==> config.mk <==
export PLATFORM = sky130hd
export DESIGN_NAME = ext_irq_aggregator
export DESIGN_NICKNAME = d
export VERILOG_FILES = /design/src/rtl/ext_irq_aggregator.sv
export SDC_FILE = /design/constraint.sdc
export NUM_CORES = 1
export LEC_CHECK = 0
export ABC_AREA = 1
export BUFFER_PORTS_ARGS = -buffer_cell sky130_fd_sc_hd__buf_2
export CAP_MARGIN = 20
export CORE_MARGIN = 2
export CORE_UTILIZATION = 50
export DETAILED_ROUTE_END_ITERATION = 7
export GPL_ROUTABILITY_DRIVEN = 1
export PLACE_DENSITY = 0.73
export SETUP_SLACK_MARGIN = 0.2
export SLEW_MARGIN = 20
export SYNTH_ARGS = -nofsm -noshare
export SYNTH_HDL_FRONTEND = slang
export SYNTH_SLANG_ARGS = --single-unit
==> constraint.sdc <==
create_clock -name clk -period 2.95 [get_ports clk]
set_clock_uncertainty 0.2 [all_clocks]
set_input_delay 0.59 -clock clk [delete_from_list [all_inputs] [get_ports clk]]
set_output_delay 0.59 -clock clk [all_outputs]
set_load 0.05 [all_outputs]
==> src/rtl/ext_irq_aggregator.sv <==
module ext_irq_aggregator #(
  parameter int NUM_BANKS = 2,
  parameter int ADDR_W    = 16
) (
  input  logic                    clk,
  input  logic                    rst_n,
  input  logic [NUM_BANKS*32-1:0] src_i,
  input  logic                    psel,
  input  logic                    penable,
  input  logic                    pwrite,
  input  logic [ADDR_W-1:0]       paddr,
  input  logic [31:0]             pwdata,
  output logic [31:0]             prdata,
  output logic                    irq_o
);
  localparam int BW    = 32;
  localparam int N     = NUM_BANKS * BW;
  localparam int SEL_W = ADDR_W - 5;

  logic [N-1:0]     sync1_q, sync2_q, prev_q, edge_q;
  logic [N-1:0]     mask_q, clr_q, lvl, hit, is_edge, stat;
  logic [2*N-1:0]   trig_q;
  logic [SEL_W-1:0] bank_sel;
  logic [2:0]       reg_idx;
  logic             aligned, wr_en;
  logic [31:0]      rd_word;

  assign bank_sel = paddr[ADDR_W-1:5];
  assign reg_idx  = paddr[4:2];
  assign aligned  = (paddr[1:0] == 2'b00);
  assign wr_en    = psel & penable & pwrite & aligned;

  for (genvar n = 0; n < N; n++) begin : g_src
    logic [1:0] t;
    assign t          = trig_q[2*n +: 2];
    assign is_edge[n] = t[1];
    assign lvl[n]     = (t == 2'd0) ? sync2_q[n] : (t == 2'd1) ? ~sync2_q[n] : 1'b0;
    assign hit[n]     = (t == 2'd2) ? (sync2_q[n] & ~prev_q[n]) :
                        (t == 2'd3) ? (~sync2_q[n] & prev_q[n]) : 1'b0;
    assign stat[n]    = t[1] ? edge_q[n] : (lvl[n] & ~clr_q[n]);

    p_clear_holds_r5: assert property (@(posedge clk) disable iff (!rst_n)
      clr_q[n] && $past(clr_q[n]) |-> !stat[n]);

    p_edge_sticky_r4: assert property (@(posedge clk) disable iff (!rst_n)
      is_edge[n] && $past(is_edge[n]) && $past(stat[n]) && !$past(clr_q[n]) |-> stat[n]);
  end

  for (genvar b = 0; b < NUM_BANKS; b++) begin : g_bank
    logic          bank_wr;
    logic [BW-1:0] m_q, c_q;
    logic [2*BW-1:0] t_q;

    assign bank_wr = wr_en && (bank_sel == SEL_W'(b));

    always_ff @(posedge clk or negedge rst_n) begin
      if (!rst_n) begin
        m_q <= '1;
        c_q <= '0;
        t_q <= '0;
      end else if (bank_wr) begin
        case (reg_idx)
          3'd1:    t_q[BW-1:0]    <= pwdata;
          3'd2:    t_q[2*BW-1:BW] <= pwdata;
          3'd4:    c_q            <= pwdata;
          3'd5:    m_q            <= pwdata;
          default: ;
        endcase
      end
    end

    assign mask_q[b*BW +: BW]   = m_q;
    assign clr_q[b*BW +: BW]    = c_q;
    assign trig_q[b*2*BW +: 2*BW] = t_q;
  end

  always_ff @(posedge clk or negedge rst_n) begin
    if (!rst_n) begin
      sync1_q <= '0;
      sync2_q <= '0;
      prev_q  <= '0;
      edge_q  <= '0;
      irq_o   <= 1'b0;
    end else begin
      sync1_q <= src_i;
      sync2_q <= sync1_q;
      prev_q  <= sync2_q;
      edge_q  <= (edge_q | hit) & ~clr_q & is_edge;
      irq_o   <= |(stat & ~mask_q);
    end
  end

  always_comb begin
    rd_word = '0;
    for (int b = 0; b < NUM_BANKS; b++) begin
      if (aligned && bank_sel == SEL_W'(b)) begin
        case (reg_idx)
          3'd1:    rd_word = trig_q[b*2*BW +: BW];
          3'd2:    rd_word = trig_q[b*2*BW+BW +: BW];
          3'd4:    rd_word = clr_q[b*BW +: BW];
          3'd5:    rd_word = mask_q[b*BW +: BW];
          3'd7:    rd_word = stat[b*BW +: BW];
          default: rd_word = '0;
        endcase
      end
    end
  end

  assign prdata = psel ? rd_word : '0;

  p_masked_quiet_r7: assert property (@(posedge clk) disable iff (!rst_n)
    (&$past(mask_q)) |-> !irq_o);

  p_unmapped_zero_r9: assert property (@(posedge clk) disable iff (!rst_n)
    psel && (bank_sel >= SEL_W'(NUM_BANKS) || reg_idx == 3'd0 || reg_idx == 3'd3 ||
             reg_idx == 3'd6 || !aligned) |-> prdata == 32'd0);
endmodule

==> results.sh, run 1 <==
export IMPL_outcome="complete, but fails checks"
export IMPL_violations="negative setup slack"
export IMPL_cts_tree="done"
export IMPL_antenna_found_initial=0
export IMPL_maxSlewViolCount=0
export IMPL_ys_ff_latch=513
export IMPL_post_route_util=0.644
export IMPL_setup_viol=3
export IMPL_placeableCoreArea_um2=45200
export IMPL_dp_cells=3434
export IMPL_ys_seq_area_frac=0.568
export IMPL_irDropWorstVdd_mv=0.440
export IMPL_area_growth_pct=27.9
export IMPL_p_per_area_nw_per_um2=526
export IMPL_grt_pass1_vias=19900
export IMPL_wl_per_cell_um=19.9
export IMPL_cts_buffers=52
export IMPL_dp_hpwl_um=47100
export IMPL_vias=20100
export IMPL_cp_num_buf_inv=4
export IMPL_yosysUniqueCellTypes=33
export IMPL_avgSynthCellArea_um2=8.42
export IMPL_row_count=78
export IMPL_cp_max_fo=8
export IMPL_drive_above_1_share=0.222
export IMPL_reg2reg_from="g_bank[1].t_q[14]$_DFFE_PN0P_"
export IMPL_die_h_um=217
export IMPL_ys_warn_count=0
export IMPL_period_share=1.01
export IMPL_holdCritStartpoint="sync1_q[4]$_DFF_PN0_"
export IMPL_globalRouteOverflowTotal=0
export IMPL_fin_ws_ns=-0.0240
export IMPL_worstMarginPinSlew_ns=0.738
export IMPL_crit_required_ns=2.16
export IMPL_cts_buffer_depth=3
export IMPL_ant_nets=0
export IMPL_die_area_um2=47200
export IMPL_place_area_um2=25100
export IMPL_synth_area_um2=22800
export IMPL_htree_levels=2
export IMPL_final_cells=3640
export IMPL_path_cells="buf_6 -> or2_4 -> nor3_1 -> nand2_1 -> nor2_4 -> buf_12 -> buf_12 -> nand2_1 -> a21oi_4 -> buf_6"
export IMPL_gp_congestion=0.939
export IMPL_die_w_um=217
export IMPL_synth_cells=2701
export IMPL_port_buffers=149
export IMPL_tns_ns=-0.0288
export IMPL_viasPerCell=5.52
export IMPL_crit_start="paddr[8]"
export IMPL_async_reset_ff_frac=1.00
export IMPL_clock_fmax_ghz=0.336
export IMPL_drt_pass1_iter_count=6
export IMPL_critPathKind="primary input to output pin"
export IMPL_endpoint_kind="output pin"
export IMPL_finalWirelength_um=72300
export IMPL_cts_sink_count=513
export IMPL_cp_arrival_ns=2.18
export IMPL_min_path_type="flop to flop"
export IMPL_drc=0
export IMPL_hold_violations=0
export IMPL_fin_crit_ns=2.97
export IMPL_grt_max_degree=66
export IMPL_grt_pass1_wl_um=111000
export IMPL_relSlewSlack=0.508
export IMPL_cp_start_kind="primary input"
export IMPL_critical_path_top_delay_family="simple AND/OR/NAND/NOR gates"
export IMPL_layout_nets=3113
export IMPL_root_buffer="clkbuf_16"
export IMPL_final_common_cell="nand2_1"
export IMPL_power_mw=15.3
export IMPL_syn_nets=2818
export IMPL_crit_slowest_cell="or2_4"
export IMPL_most_common_layout_cells="nand2_1, dfrtp_1, inv_1"
export IMPL_synth_top_flop_cell="dfrtp_1"
export IMPL_grt_setup_unrepaired="true"
export IMPL_leakagePower_nw=13.1
export IMPL_ios=150
export IMPL_cp_slowest_stage_delay_ns=0.24
export IMPL_grt_usage=0.307
export IMPL_clk_pin_slew_worst_paths_ns=0.06
export IMPL_final_area_um2=29100
export IMPL_synth_edff_count=0
export IMPL_insertion_delay_ns=0.62
export IMPL_drtIter0Drc=2072
export IMPL_antenna_cells=0
export IMPL_drv_cap=0
export IMPL_start_util=0.503
sequential cells by signal (all words and copies together), names as in the netlist:
name        cells
sync2_q        64
g_bank.m_q     64
irq_o           1
g_bank.t_q    128
g_bank.c_q     64
edge_q         64
prev_q         64
sync1_q        64
kinds of logic after synthesis:
group / synth area share
compound gates: 0.141
buf+inv: 0.0759
flops: 0.568
simple gates: 0.215
worst register-to-register path, stage by stage, from the launching register on:
cell     delay, ns
dfrtp_1       0.40
inv_1         0.23
nand2_1       0.12
nand3_1       0.09
nand2_1       0.11
nand2_1       0.08
nand2_1       0.06
inv_1         0.07
nand2_1       0.06
nor2_1        0.21
nand2_1       0.17
nor2_1        0.13
nand2_1       0.10
metal layers:
metal / wire, um / track usage / vias to the layer above
li1: - / - / 9266
met1: 28200 / 0.398 / 9658
met2: 34000 / 0.487 / 930
met3: 5770 / 0.0595 / 249
met4: 4260 / 0.168 / 0
met5: 0 / 0 / -
synthesized netlist by cell type, types with 11 or more instances:
| cell | n | area (um2) |
|---|---|---|
| or2_2 | 16 | 100 |
| clkbuf_1 | 44 | 165 |
| inv_1 | 305 | 1140 |
| a21oi_1 | 104 | 521 |
| buf_6 | 24 | 270 |
| dfstp_2 | 64 | 1680 |
| buf_2 | 21 | 105 |
| o21ai_2 | 54 | 473 |
| o22ai_1 | 32 | 200 |
| o21ai_1 | 110 | 551 |
| dfrtp_1 | 449 | 11200 |
| nand3_1 | 124 | 621 |
| a31o_2 | 16 | 140 |
| nand2_1 | 861 | 3230 |
| nor2_1 | 178 | 668 |
| o21ai_0 | 248 | 1240 |
| nand4_1 | 11 | 68.8 |
metrics by stage:
step | hold slack [ns] | setup WS [ns]
after CTS | 0.147 | 0.0442
after detailed placement | 0.135 | -0.163
after floorplan | 0.0944 | 0.172
final | 0.146 | -0.0240
after global placement | 0.132 | -0.0952
after global routing | 0.149 | -0.0457
final timing paths:
kind                                                      end  slack (ns)  depth (start not counted)
worst max-delay path                               prdata[22]       -0.02                         10
worst min-delay path                     sync2_q[4]$_DFF_PN0_        0.15                          0
worst max register to register                irq_o$_DFF_PN0_        0.78                         12
worst min register to register           sync2_q[4]$_DFF_PN0_        0.15                          0
max in group asynchronous       g_bank[0].m_q[26]$_DFFE_PN1P_        1.31                          3
min in group asynchronous               sync1_q[24]$_DFF_PN0_        0.36                          2
layout make-up:
| class | count | area [um2] |
|---|---|---|
| Clock buffer | 80 | 1620 |
| Clock inverter | 18 | 223 |
| Fill cell | 3563 | 16100 |
| Inverter | 310 | 1190 |
| Multi-Input combinational cell | 1786 | 8900 |
| Sequential cell | 513 | 12900 |
| Tap cell | 600 | 751 |
| Timing Repair Buffer | 333 | 3500 |
power by group:
group | total [mW] | internal (mW) | switching, mW | leakage [nW]
sequential | 7.28 | 7.18 | 0.0998 | 6.47
combinational | 1.01 | 0.378 | 0.632 | 5.70
clock | 7.02 | 4.21 | 2.81 | 0.922
total | 15.3 | 11.8 | 3.54 | 13.1
repair_timing:
| item | 4_1_cts | 5_1_grt |
|---|---|---|
| pin swaps | 37 | 35 |
| resized for setup | 200 | 57 |
| hold buffers | 65 | 0 |
| hold endpoints to repair | 108 | 0 |
| endpoints found under the setup margin | 32 | 32 |
| gates cloned | 13 | 5 |
| setup buffers | 21 | 4 |
Power figures use the tool's default switching activity.
==> run 2: changes to the inputs <==
- ABC_AREA: 1 -> not set
- REMOVE_ABC_BUFFERS: not set -> 1
==> results.sh, run 2 <==
export IMPL_fin_crit_ns=3.23
export IMPL_cts_sink_count=513
export IMPL_start_util=0.504
export IMPL_leakagePower_nw=12.5
export IMPL_synth_area_um2=22200
export IMPL_die_area_um2=46100
export IMPL_viasPerCell=6.42
export IMPL_most_common_layout_cells="dfrtp_1, mux2_2, buf_2"
export IMPL_yosysUniqueCellTypes=43
export IMPL_critical_path_top_delay_family="compound AO/OA/AOI/OAI gates"
export IMPL_cts_tree="done"
export IMPL_area_growth_pct=30.1
export IMPL_multi_input_area_um2=9380
export IMPL_clk_pin_slew_worst_paths_ns=0.06
export IMPL_period_share=1.09
export IMPL_worstMarginPinSlew_ns=1.15
export IMPL_root_buffer="clkbuf_16"
export IMPL_grt_pass1_wl_um=110000
export IMPL_ys_seq_area_frac=0.582
export IMPL_ys_ff_latch=513
export IMPL_fin_ws_ns=-0.280
export IMPL_drv_cap=0
export IMPL_cp_max_fo=8
export IMPL_grt_max_degree=72
export IMPL_die_h_um=215
export IMPL_ant_nets=0
export IMPL_p_per_area_nw_per_um2=528
export IMPL_critPathKind="primary input to output pin"
export IMPL_grt_pass1_vias=18000
export IMPL_antenna_found_initial=3
export IMPL_cts_buffers=54
export IMPL_setup_viol=30
export IMPL_irDropWorstVdd_mv=0.450
export IMPL_yosysMostFrequentCell="dfrtp_1"
export IMPL_min_path_type="primary input to flop"
export IMPL_synthDominantCellAreaShare=0.507
export IMPL_violations="negative setup slack"
export IMPL_pre_cts_ws_ns=-0.277
export IMPL_cts_buffer_depth=3
export IMPL_hold_violations=0
export IMPL_nFillCells=3138
export IMPL_synth_top_flop_cell="dfrtp_1"
export IMPL_wl_per_cell_um=26.8
export IMPL_largest_reg_flops=128
export IMPL_grt_usage=0.317
export IMPL_insertion_delay_ns=0.62
export IMPL_layout_area_seq_um2=12900
export IMPL_outcome="complete, but fails checks"
export IMPL_cp_num_buf_inv=5
export IMPL_port_buffers=149
export IMPL_synth_area_leaders="dfrtp_1, mux2_2, dfstp_2, a22oi_1, mux2_1"
export IMPL_placeableCoreArea_um2=44000
export IMPL_gp_congestion=0.953
export IMPL_async_reset_ff_frac=1.00
export IMPL_globalRouteOverflowTotal=0
export IMPL_ios=150
export IMPL_drc=0
export IMPL_dp_hpwl_um=48100
export IMPL_maxSlewViolCount=0
export IMPL_finalWirelength_um=74500
export IMPL_top_register="g_bank.t_q"
export IMPL_crit_required_ns=2.16
export IMPL_row_count=77
export IMPL_drt_pass1_iter_count=6
export IMPL_tns_ns=-3.43
export IMPL_cp_arrival_ns=2.44
export IMPL_synth_edff_count=0
export IMPL_ys_warn_count=0
export IMPL_yosysTopAreaCell="dfrtp_1"
export IMPL_synth_cells=1763
export IMPL_layout_nets=2259
export IMPL_vias=17900
export IMPL_crit_top_cell="buf_12"
export IMPL_synthTopCellsByCount="dfrtp_1, mux2_2, a22oi_1"
export IMPL_die_w_um=215
export IMPL_final_common_cell="dfrtp_1"
export IMPL_avgSynthCellArea_um2=12.6
export IMPL_post_route_util=0.656
export IMPL_htree_levels=2
export IMPL_drtIter0Drc=2207
export IMPL_clock_fmax_ghz=0.310
export IMPL_cp_slowest_stage_delay_ns=0.36
export IMPL_endpoint_kind="output pin"
export IMPL_crit_slowest_cell="a22oi_2"
export IMPL_path_cells="buf_12 -> nor3b_4 -> buf_12 -> buf_16 -> a22o_1 -> a221oi_2 -> o21ai_1 -> a22oi_2 -> buf_4 -> nor2_4 -> buf_6"
export IMPL_grt_setup_unrepaired="true"
export IMPL_drive_above_1_share=0.368
export IMPL_relSlewSlack=0.225
export IMPL_cp_start_kind="primary input"
-- run 2: cell types whose count changed after synthesis, sizes merged, moves of 38 or more --
cell,delta
nand2,-767
o21ai,-384
inv,-295
mux2,+256
nand3,-117
a22oi,+109
nor3b,+95
a21oi,-71
nor2,-62
xnor2,+59
nor4,+48
nor3,+40
o31a,+39
o211ai,+38
-- run 2: cell type report --
type | count | area share
inverter | 15 | 0.00195
antenna | 3 | 0.000260
clock buffer | 74 | 0.0539
multi-input combinational | 1167 | 0.325
timing repair buffer | 391 | 0.134
sequential | 513 | 0.449
tap | 592 | 0.0257
clock inverter | 26 | 0.0102
-- run 2: path summary, 6_finish.rpt --
check                      depth (start not counted)  slack, ns                             to                  start
setup / recovery                                  11      -0.28                      prdata[5]               paddr[3]
hold / removal                                     2       0.11  g_bank[0].c_q[17]$_DFFE_PN0P_             pwdata[17]
setup reg to reg                                   7       0.22                irq_o$_DFF_PN0_  sync2_q[49]$_DFF_PN0_
hold reg to reg                                    0       0.14          sync2_q[60]$_DFF_PN0_  sync1_q[60]$_DFF_PN0_
max in group asynchronous                          3       1.32  g_bank[1].m_q[14]$_DFFE_PN1P_                  rst_n
min in group asynchronous                          2       0.35          sync1_q[36]$_DFF_PN0_                  rst_n
-- run 2: where the power goes --
| part | internal (mW) | switching [mW] |
|---|---|---|
| combinational | 0.384 | 0.537 |
| sequential | 7.18 | 0.106 |
| clock | 4.14 | 2.90 |
-- run 2: routing by layer --
layer | track usage | routed length (um) | vias up
li1 | - | - | 7435
met1 | 0.411 | 28200 | 9018
met2 | 0.497 | 34200 | 1124
met3 | 0.0658 | 7390 | 287
met4 | 0.182 | 4620 | 2
met5 | 0 | 9 | -
-- run 2: kinds of logic (layout without fill, tap and decap cells) --
| group | after synthesis | count (layout) | share of synthesized area |
|---|---|---|---|
| flops | 513 | 513 | 0.582 |
| simple gates | 476 | 476 | 0.121 |
| compound gates | 375 | 375 | 0.124 |
| mux | 256 | 256 | 0.130 |
| buf+inv | 83 | 506 | 0.0188 |
| xor+xnor | 60 | 60 | 0.0237 |
| other cells | 0 | 3 | 0 |
-- run 2: stage by stage --
| stage | instances | cell area [um2] | total power, mW | hold slack, ns |
|---|---|---|---|---|
| after floorplan | 1695 | 21800 | 7.58 | 0.0944 |
| after global placement | 2550 | 24700 | 8.08 | 0.133 |
| after detailed placement | 2550 | 24700 | 8.10 | 0.135 |
| after CTS | 2754 | 28300 | 15.2 | 0.0912 |
| after global routing | 2779 | 28900 | 15.7 | 0.110 |
| final | 2781 | 28900 | 15.2 | 0.110 |
-- run 2: repair_timing --
item	in CTS	in global routing
hold buffers	65	0
endpoints found under the setup margin	33	33
buffers inserted	31	21
hold endpoints to repair	108	0
cloned	8	3
pin swaps	53	61
gates resized for setup	181	88
